## src/rtl/hwp_pkg.sv

```systemverilog
package hwp_pkg;
  localparam int HOST_DW = 16;

  typedef enum logic [1:0] {
    HS_IDLE  = 2'd0,
    HS_WAIT  = 2'd1,
    HS_GRANT = 2'd2
  } hs_state_t;
endpackage

```

## src/rtl/hwp_sync.sv

```systemverilog
module hwp_sync #(
  parameter int W      = 1,
  parameter int STAGES = 2,
  parameter logic [W-1:0] RST_VAL = '0
) (
  input  logic         clk,
  input  logic         rst_n,
  input  logic [W-1:0] d,
  output logic [W-1:0] q
);
  logic [W-1:0] chain [STAGES];

  generate
    for (genvar i = 0; i < STAGES; i++) begin : g_stage
      if (i == 0) begin : g_first
        always_ff @(posedge clk) begin
          if (!rst_n) chain[0] <= RST_VAL;
          else        chain[0] <= d;
        end
      end else begin : g_next
        always_ff @(posedge clk) begin
          if (!rst_n) chain[i] <= RST_VAL;
          else        chain[i] <= chain[i-1];
        end
      end
    end
  endgenerate

  assign q = chain[STAGES-1];
endmodule

```

## src/rtl/hwp_fifo.sv

```systemverilog
module hwp_fifo #(
  parameter int DW    = 18,
  parameter int DEPTH = 4
) (
  input  logic          clk,
  input  logic          rst_n,
  input  logic          push,
  input  logic [DW-1:0] push_word,
  output logic          full,
  output logic          out_valid,
  input  logic          out_ready,
  output logic [DW-1:0] out_word
);
  localparam int AW = (DEPTH > 1) ? $clog2(DEPTH) : 1;
  localparam int CW = AW + 1;

  logic [DW-1:0] mem [DEPTH];
  logic [CW-1:0] wr_ptr, rd_ptr, count;
  logic          pop;

  assign count     = wr_ptr - rd_ptr;
  assign full      = (count == CW'(DEPTH));
  assign out_valid = (count != '0);
  assign pop       = out_valid && out_ready;
  assign out_word  = mem[rd_ptr[AW-1:0]];

  always_ff @(posedge clk) begin
    if (!rst_n) begin
      wr_ptr <= '0;
      rd_ptr <= '0;
    end else begin
      if (push && !full) wr_ptr <= wr_ptr + 1'b1;
      if (pop)           rd_ptr <= rd_ptr + 1'b1;
    end
  end

  always_ff @(posedge clk) begin
    if (push && !full) mem[wr_ptr[AW-1:0]] <= push_word;
  end

  a_r4_count_bound: assert property (@(posedge clk) disable iff (!rst_n)
    count <= CW'(DEPTH));

  a_r4_head_held: assert property (@(posedge clk) disable iff (!rst_n)
    out_valid && !out_ready |=> out_valid && $stable(out_word));
endmodule

```

## src/rtl/hwp_front.sv

```systemverilog
module hwp_front
  import hwp_pkg::*;
#(
  parameter int ADDR_W = 2
) (
  input  logic                            clk,
  input  logic                            rst_n,
  input  logic                            ack_mode,
  input  logic                            cs_n_s,
  input  logic                            we_n_s,
  input  logic [ADDR_W-1:0]               addr_s,
  input  logic [HOST_DW-1:0]              data_s,
  input  logic                            fifo_full,
  output logic                            push,
  output logic [ADDR_W+HOST_DW-1:0]       push_word,
  output logic                            host_rdy,
  output logic                            overflow
);
  hs_state_t           st, st_nx;
  logic                we_q;
  logic                commit;
  logic [ADDR_W-1:0]   hold_addr;
  logic [HOST_DW-1:0]  hold_data;

  // end of strobe: synchronized strobe returns high under chip select
  assign commit    = !we_q && we_n_s && !cs_n_s;
  assign push      = commit && !fifo_full;
  assign push_word = {hold_addr, hold_data};

  always_ff @(posedge clk) begin
    if (!rst_n) begin
      we_q      <= 1'b1;
      hold_addr <= '0;
      hold_data <= '0;
      overflow  <= 1'b0;
    end else begin
      we_q <= we_n_s;
      if (!we_n_s) begin
        hold_addr <= addr_s;
        hold_data <= data_s;
      end
      if (commit && fifo_full) overflow <= 1'b1;
    end
  end

  always_comb begin
    st_nx = st;
    if (!ack_mode) begin
      st_nx = HS_IDLE;
    end else begin
      unique case (st)
        HS_IDLE:  if (!cs_n_s) st_nx = HS_WAIT;
        HS_WAIT:  if (cs_n_s) st_nx = HS_IDLE;
                  else if (!fifo_full) st_nx = HS_GRANT;
        HS_GRANT: if (cs_n_s) st_nx = HS_IDLE;
                  else if (commit) st_nx = HS_WAIT;
        default:  st_nx = HS_IDLE;
      endcase
    end
  end

  always_ff @(posedge clk) begin
    if (!rst_n) st <= HS_IDLE;
    else        st <= st_nx;
  end

  assign host_rdy = (st != HS_WAIT);

  a_r5_ack_drops: assert property (@(posedge clk) disable iff (!rst_n)
    ack_mode && !cs_n_s && st == HS_IDLE |=> !host_rdy);

  a_r6_grant_needs_space: assert property (@(posedge clk) disable iff (!rst_n)
    !host_rdy ##1 host_rdy && ack_mode && !cs_n_s |-> $past(!fifo_full));

  a_r7_timed_rdy_high: assert property (@(posedge clk) disable iff (!rst_n)
    !ack_mode |=> host_rdy);

  a_r8_overflow_sticky: assert property (@(posedge clk) disable iff (!rst_n)
    overflow |=> overflow);
endmodule

```

## src/rtl/host_wr_port.sv

```systemverilog
module host_wr_port
  import hwp_pkg::*;
#(
  parameter int ADDR_W = 2,
  parameter int DEPTH  = 4,
  parameter int SYNC_STAGES = 2
) (
  input  logic               clk,
  input  logic               rst_n,
  input  logic               ack_mode,
  input  logic               host_cs_n,
  input  logic [ADDR_W-1:0]  host_addr,
  input  logic               host_we_n,
  input  logic [15:0]        host_data,
  output logic               host_rdy,
  output logic               rd_valid,
  input  logic               rd_ready,
  output logic [ADDR_W-1:0]  rd_addr,
  output logic [15:0]        rd_data,
  output logic               overflow
);
  localparam int WW = ADDR_W + HOST_DW;
  localparam int SW = 2 + WW;
  localparam logic [SW-1:0] SYNC_RST = {2'b11, {WW{1'b0}}};

  logic [SW-1:0] raw_bus, sync_bus;
  logic          cs_n_s, we_n_s;
  logic [ADDR_W-1:0]  addr_s;
  logic [HOST_DW-1:0] data_s;
  logic          fifo_full, push;
  logic [WW-1:0] push_word, head_word;

  assign raw_bus = {host_cs_n, host_we_n, host_addr, host_data};

  hwp_sync #(.W(SW), .STAGES(SYNC_STAGES), .RST_VAL(SYNC_RST)) u_sync (
    .clk(clk), .rst_n(rst_n), .d(raw_bus), .q(sync_bus)
  );

  assign {cs_n_s, we_n_s, addr_s, data_s} = sync_bus;

  hwp_front #(.ADDR_W(ADDR_W)) u_front (
    .clk(clk), .rst_n(rst_n), .ack_mode(ack_mode),
    .cs_n_s(cs_n_s), .we_n_s(we_n_s), .addr_s(addr_s), .data_s(data_s),
    .fifo_full(fifo_full), .push(push), .push_word(push_word),
    .host_rdy(host_rdy), .overflow(overflow)
  );

  hwp_fifo #(.DW(WW), .DEPTH(DEPTH)) u_fifo (
    .clk(clk), .rst_n(rst_n), .push(push), .push_word(push_word),
    .full(fifo_full), .out_valid(rd_valid), .out_ready(rd_ready),
    .out_word(head_word)
  );

  assign {rd_addr, rd_data} = head_word;
endmodule

```

## config.mk

```make
export PLATFORM = sky130hd
export DESIGN_NAME = host_wr_port
export DESIGN_NICKNAME = d
export VERILOG_FILES = /design/src/rtl/hwp_pkg.sv /design/src/rtl/hwp_sync.sv /design/src/rtl/hwp_fifo.sv /design/src/rtl/hwp_front.sv /design/src/rtl/host_wr_port.sv
export SDC_FILE = /design/constraint.sdc
export NUM_CORES = 1
export LEC_CHECK = 0
export BUFFER_PORTS_ARGS = -buffer_cell sky130_fd_sc_hd__buf_2
export CORE_MARGIN = 4
export CORE_UTILIZATION = 52
export DETAILED_ROUTE_END_ITERATION = 6
export PLACE_DENSITY = 0.72
export SYNTH_ARGS = -nofsm -noshare
export SYNTH_HDL_FRONTEND = slang
export SYNTH_SLANG_ARGS = --single-unit
```

## constraint.sdc

```tcl
create_clock -name clk -period 2.5 [get_ports clk]
set_input_delay 0.5 -clock clk [delete_from_list [all_inputs] [get_ports clk]]
set_output_delay 0.5 -clock clk [all_outputs]
set_load 0.01 [all_outputs]
```

After elaboration in Yosys (flattened, before gate mapping):

Memories as Yosys holds them, arrays and structs flattened. A register that Yosys moved wholly into a read port is not among the register bits.
Index checks and enable logic that the tools add are counted.

* flip-flop bits (word level): 28
* bits in writable memories: 112
* output and inout bits: 21
* word-level logic and storage cells: 48
* memories kept: 2

* add/sub/neg operators: 3
* equality and inequality tests: 7
* mux-type cells: 14
* bitwise operators: 2
* reductions and logical operators: 13

Memories
* u_fifo.mem: words 4, bits a word 18, read ports 1, clocked after Yosys merged registers in 1, write ports 1, line hwp_fifo.sv:17 `logic [DW-1:0] mem [DEPTH];`
* u_sync.chain: words 2, bits a word 20, read ports 2, clocked after Yosys merged registers in 0, write ports 2, line hwp_sync.sv:11 `logic [W-1:0] chain [STAGES];`

Operator list (number)
* two-way mux 20 bit: 2
* two-way mux 2 bit: 7
* adder 3 x 1 -> 3 bit (second input constant): 2
* logical AND 1 bit: 6
* case mux 2 bit (3 select lines): 1
* two-way mux 1 bit: 4
* equality test 3 bit (second input constant): 1
* logical NOT 1 bit: 3
* != test 3 x 2 -> 1 bit (second input constant): 1
* != test 3 bit (second input constant): 1
* AND reduction 3 bit: 1
* nonzero test 3 bit: 1
* subtractor 3 bit: 1
* equality test 2 x 1 -> 1 bit (second input constant): 1
* equality test 2 bit (second input constant): 1
* logical NOT 2 bit: 1
* != test 2 x 1 -> 1 bit (second input constant): 1
* != test 2 bit (second input constant): 1
* bitwise OR 1 bit: 2
* AND reduction 2 bit: 1

Depth between registers and ports, before layout:

* depth after elaboration: 7
* depth in mapped cells: 6
* mapped depth without buffers: 6

Cells and area by module:

A second synthesis with hierarchy kept.

* cells, all modules: 306
* area total of the unflattened synthesis: 4999.8 µm²

By module, submodules not included
* hwp_fifo: times used 1, cells an instance 147, area an instance 3093.0 µm²
* hwp_sync: times used 1, cells an instance 84, area an instance 1073.5 µm²
* hwp_front: times used 1, cells an instance 75, area an instance 833.3 µm²

Worst setup path after synthesis:

OpenSTA, ideal clock, no wires.

* path kind: reg-to-reg
* from: register u_fifo.wr_ptr[0]
* to: memory u_fifo.mem[3][0], enable pin
* library setup time: 0.395 ns
* arrival: 1.908 ns
* data required time: 2.105 ns
* path slack: 0.197 ns
* stages on the path, launching flop included: 6
* path buffers: 0
* period minus slack after synthesis: 2.303 ns
* path through: dfxtp_1 > inv_1 > ha_1 > nor2b_1 > xnor2_2 > a211oi_2

* longest elaborated chain between the ends: 7

Ends and longest elaborated chain
* from (decl): line hwp_fifo.sv:18 `logic [CW-1:0] wr_ptr, rd_ptr, count;`
* from (signal assigned): line hwp_fifo.sv:32 `if (push && !full) wr_ptr <= wr_ptr + 1'b1;`
* subtractor 3 bit: line hwp_fifo.sv:21 `assign count = wr_ptr - rd_ptr;`
* equality test 3 bit: line hwp_fifo.sv:22 `assign full = (count == CW'(DEPTH));`
* logical NOT 1 bit: line hwp_fifo.sv:38, hwp_front.sv:27
* logical AND 1 bit: line hwp_front.sv:27 `assign push = commit && !fifo_full;`
* logical AND 1 bit: line hwp_fifo.sv:38 `if (push && !full) mem[wr_ptr[AW-1:0]] <= push_word;`
* two-way mux 1 bit: line hwp_fifo.sv:38
* two-way mux 1 bit (implied by the code): line hwp_fifo.sv:38
* to (decl): line hwp_fifo.sv:17

Several ways; a longest one is shown, not always the timed one.

Worst setup path in the final report:

* from: register u_fifo.wr_ptr[0]
* to: output port rd_valid

* longest elaborated chain between the ends: 2

Ends and longest elaborated chain
* subtractor 3 bit: line hwp_fifo.sv:21
* nonzero test 3 bit: line hwp_fifo.sv:23 `assign out_valid = (count != '0);`
* to (decl): line host_wr_port.sv:16 `output logic rd_valid,`

No other way between the ends.

==> run metrics <==
highest achievable clock rate 425 MHz; post-CTS sizing 0; net switching power 1110 uW; area of the die 11200 sq um; slowest stage cell on the critical path sky130_fd_sc_hd__dfxtp_1; Util after Layout 64.4%; number of port buffers 44; element type at the critical path end output pin; P per Cell Area 870 nW/um^2; Inserted Diodes 0; crit path DAT 1.85 ns; Hold Path Origin host_we_n; buffers inserted by post-CTS timing repair 0; clock tree from TritonCTS built; floorplan row count 35; layout net count 397; htree depth 4; half-perimeter wire length after placement 4.60 mm; average wire per standard cell 15.0 um; proportion of netlist area held by the largest area contributor 43.2%; normalized max-slew margin 70.8%; # IOs 45; layout-stage area growth over the synthesis result 19.5%; cells after synthesis 308; dominant cells by area after synthesis sky130_fd_sc_hd__edfxtp_1 (43%), sky130_fd_sc_hd__dfxtp_1 (28%), sky130_fd_sc_hd__mux4_2 (8.1%); final number of max-transition violations 0; Max Fanout on Critical Path 4; initial antenna violation count 0; unrepaired setup endpoints after global routing false; capture point of the worst reg-to-reg path u_fifo.mem[1][8]$_DFFE_PP_; total grt overflow 0; maximum clock insertion buffer count 2; proportion of total power due to net switching 21.4%; maximum number of pins on one net before global-route repair 34; sequential standard cell area 3560 sq um; weighted congestion at the end of routability-driven global placement 0.813; power share of the clock group 45.5%; Hold Vio Cnt, Final 0; multi-input logic area 1370 sq um; ordered cell list for the critical path inv_1 -> ha_1 -> nor2b_1 -> xor2_1 -> nand2_1 -> buf_2; critical path class reg2out; DRC Markers 0; worst clock skew 0.00897 ns; Max IR drop VDD 683 uV; mean cell area of the mapped netlist 16.2 sq um; Hold WC Path Type in2reg; startpoint class of the critical path flop; clock latency reported for the late side of the worst-skew pair 0.50 ns; origin of the critical flop-to-flop path u_fifo.wr_ptr[0]$_SDFFE_PN0P_; overall routed net length 7.63 mm; critical path buffer and inverter count 2; combinational group share of total power 6.6%; vias per std cell 4.84; Post-Synthesis Cell Area 5000 sq um; effective utilization at floorplan 53.9%; post-cts hold buffer count 0; cell type contributing the most total cell area after synthesis sky130_fd_sc_hd__edfxtp_1; register-to-register setup slack 0.34 ns; Seq/Total Area, Yosys 71.3%; required time of the critical path 2.00 ns; number of fill cells in the layout 689; Critical Path Max Stage Delay 0.34 ns; number of global-route vias before repair 2483; Inserted Clock Buffers 17; fraction of final layout cells sized beyond drive strength 1 28.2%; overall die width 106 um; clock slew at the register clock pins of the worst setup and hold paths 0.06 ns; outcome completed; number of antenna-violating nets in the routed design 0; Detailed Routing Iterations Pass 1 4; Reg2Reg Depth 7; slew at the pin closest to its max-slew limit 0.436 ns; pre-CTS setup slack 0.373 ns; Max-cap violations 0; gate family responsible for the most delay along the worst path simple AND/OR/NAND/NOR gates; starting DRC count in detailed routing 105; number of unique standard cell types used by synthesis 28; worst setup margin 0.149 ns; fin crit period 2.35 ns; cell internal power dissipation 4090 uW; Reg power frac 47.9%; Setup violations, final 0; Lkg Pwr 0.00230 uW; Warnings, synthesis 0; clock sink count 142; area inside the core boundary 9280 sq um; number of register bits inferred by synthesis 142; number of cells traversed by the worst hold path 2; vias 2457; setup total negative slack 0 ns; first-pass GRT wire length 12.4 mm; clock tree root driver cell sky130_fd_sc_hd__clkbuf_8; number of nets produced by synthesis 339; period utilisation layout 94.0%; combined global-route utilization of all metal layers 14.6%; endpoint of the worst hold path u_sync.chain[0][18]$_SDFF_PN1_; vertical extent of the die 106 um
[cell type report]
type / count / area share, %
Sequential cell: 142 / 59.6
Tap cell: 129 / 2.70
Timing Repair Buffer: 53 / 4.88
Clock inverter: 14 / 2.68
Multi-Input combinational cell: 148 / 22.9
Clock buffer: 18 / 6.99
Inverter: 4 / 0.251
[cell usage after synthesis]
master and instances:
sky130_fd_sc_hd__mux4_2 18, sky130_fd_sc_hd__nor2_1 1, sky130_fd_sc_hd__mux2i_1 25, sky130_fd_sc_hd__a211oi_2 1, sky130_fd_sc_hd__xnor2_2 2, sky130_fd_sc_hd__nand2b_1 11
sky130_fd_sc_hd__buf_2 3, sky130_fd_sc_hd__and2_1 40, sky130_fd_sc_hd__nor3_1 1, sky130_fd_sc_hd__o211ai_1 1, sky130_fd_sc_hd__inv_1 4, sky130_fd_sc_hd__o21a_1 1
sky130_fd_sc_hd__a221oi_1 1, sky130_fd_sc_hd__clkbuf_1 8, sky130_fd_sc_hd__a21o_1 1, sky130_fd_sc_hd__o21ai_2 1, sky130_fd_sc_hd__buf_1 1, sky130_fd_sc_hd__a21oi_1 1
sky130_fd_sc_hd__clkbuf_2 1, sky130_fd_sc_hd__nand2_1 13, sky130_fd_sc_hd__xor2_1 1, sky130_fd_sc_hd__edfxtp_1 72, sky130_fd_sc_hd__nor2b_1 20, sky130_fd_sc_hd__ha_1 7
sky130_fd_sc_hd__nand3b_1 1, sky130_fd_sc_hd__dfxtp_1 70, sky130_fd_sc_hd__a21oi_2 1, sky130_fd_sc_hd__buf_4 1
[how the worst max path moves through the flow]
| stage | endpoint | slack [ns] | startpoint | cells after the start |
|---|---|---|---|---|
| 2_1_floorplan | u_fifo.mem[3][0]$_DFFE_PP_ | 0.20 | u_fifo.wr_ptr[0]$_SDFFE_PN0P_ | 5 |
| 3_3_place_gp | u_fifo.mem[0][7]$_DFFE_PP_ | 0.46 | u_fifo.wr_ptr[0]$_SDFFE_PN0P_ | 7 |
| 6_report | rd_valid | 0.15 | u_fifo.wr_ptr[0]$_SDFFE_PN0P_ | 6 |
| 5_1_grt | rd_valid | 0.003 | u_fifo.wr_ptr[0]$_SDFFE_PN0P_ | 6 |
| 3_5_place_dp | u_fifo.mem[2][7]$_DFFE_PP_ | 0.37 | u_fifo.wr_ptr[0]$_SDFFE_PN0P_ | 7 |
| 4_1_cts | rd_data[0] | 0.03 | flop | 3 |
[sequential cells by signal (all words and copies together), names as in the netlist, named ones only]
register and flops:
u_fifo.mem 72, u_sync.chain 40, u_front.hold_data 16, u_fifo.rd_ptr 3, u_fifo.wr_ptr 3, u_front.hold_addr 2, u_front.st 2, u_front.overflow 1
u_front.we_q 1
[metal layers]
layer  GRT usage, %  part of all wire (%)  up-vias
met5              0                     0        -
met4           5.00                  0.97        0
met3           4.31                   3.7        5
met2           23.7                    50       43
met1           18.9                    45     1191
li1               -                     -     1218
[power by group through the flow]
stage	clock network, uW	logic, uW	registers [uW]
5_1_grt	2530	381	2490
6_report	2370	343	2490
4_1_cts	2420	351	2490
2_1_floorplan	0	252	2530
3_5_place_dp	0	349	2540
3_3_place_gp	0	345	2540
[metrics by stage]
step	hold WS [ns]	cells	total power, uW	instance area [sq um]
5_1_grt	0.171	508	5400	5980
2_1_floorplan	0.386	308	2780	5000
4_1_cts	0.159	508	5260	5970
6_report	0.184	508	5200	5980
3_3_place_gp	0.393	476	2880	5400
3_5_place_dp	0.401	476	2890	5400
[cell families after synthesis]
family	after synthesis	synth area share, %
AOI/OAI and AO/OA	8	1.33
buffers and inverters	18	1.53
DFF	142	71.3
and+or+nand+nor	87	10.2
adders and majority gates	7	1.75
muxes	43	13.1
xor gates and xnor gates	3	0.826
[cells in the final DEF, fill, tap and decap left out]
master / n
sky130_fd_sc_hd__buf_2: 44
sky130_fd_sc_hd__buf_4: 8
sky130_fd_sc_hd__buf_6: 1
sky130_fd_sc_hd__clkinv_4: 6
sky130_fd_sc_hd__a221oi_1: 1
sky130_fd_sc_hd__edfxtp_1: 72
sky130_fd_sc_hd__xor2_1: 1
sky130_fd_sc_hd__nand3b_1: 1
sky130_fd_sc_hd__clkbuf_16: 16
sky130_fd_sc_hd__nand2b_1: 11
sky130_fd_sc_hd__nor2b_1: 20
sky130_fd_sc_hd__a21o_1: 1
sky130_fd_sc_hd__nor3_1: 1
sky130_fd_sc_hd__clkbuf_1: 1
sky130_fd_sc_hd__xnor2_2: 2
sky130_fd_sc_hd__clkbuf_8: 1
sky130_fd_sc_hd__inv_6: 3
sky130_fd_sc_hd__inv_1: 4
sky130_fd_sc_hd__mux4_2: 18
sky130_fd_sc_hd__clkinvlp_4: 2
sky130_fd_sc_hd__a21oi_1: 1
sky130_fd_sc_hd__o211ai_1: 1
sky130_fd_sc_hd__o21a_1: 1
sky130_fd_sc_hd__mux2i_1: 25
sky130_fd_sc_hd__a211oi_4: 1
sky130_fd_sc_hd__o21ai_2: 1
sky130_fd_sc_hd__bufinv_16: 2
sky130_fd_sc_hd__nand2_1: 13
sky130_fd_sc_hd__inv_4: 1
sky130_fd_sc_hd__and2_1: 40
sky130_fd_sc_hd__ha_1: 7
sky130_fd_sc_hd__a21oi_2: 1
sky130_fd_sc_hd__dfxtp_1: 70
sky130_fd_sc_hd__nor2_1: 1
No activity file was read; power rests on OpenSTA's default activity.
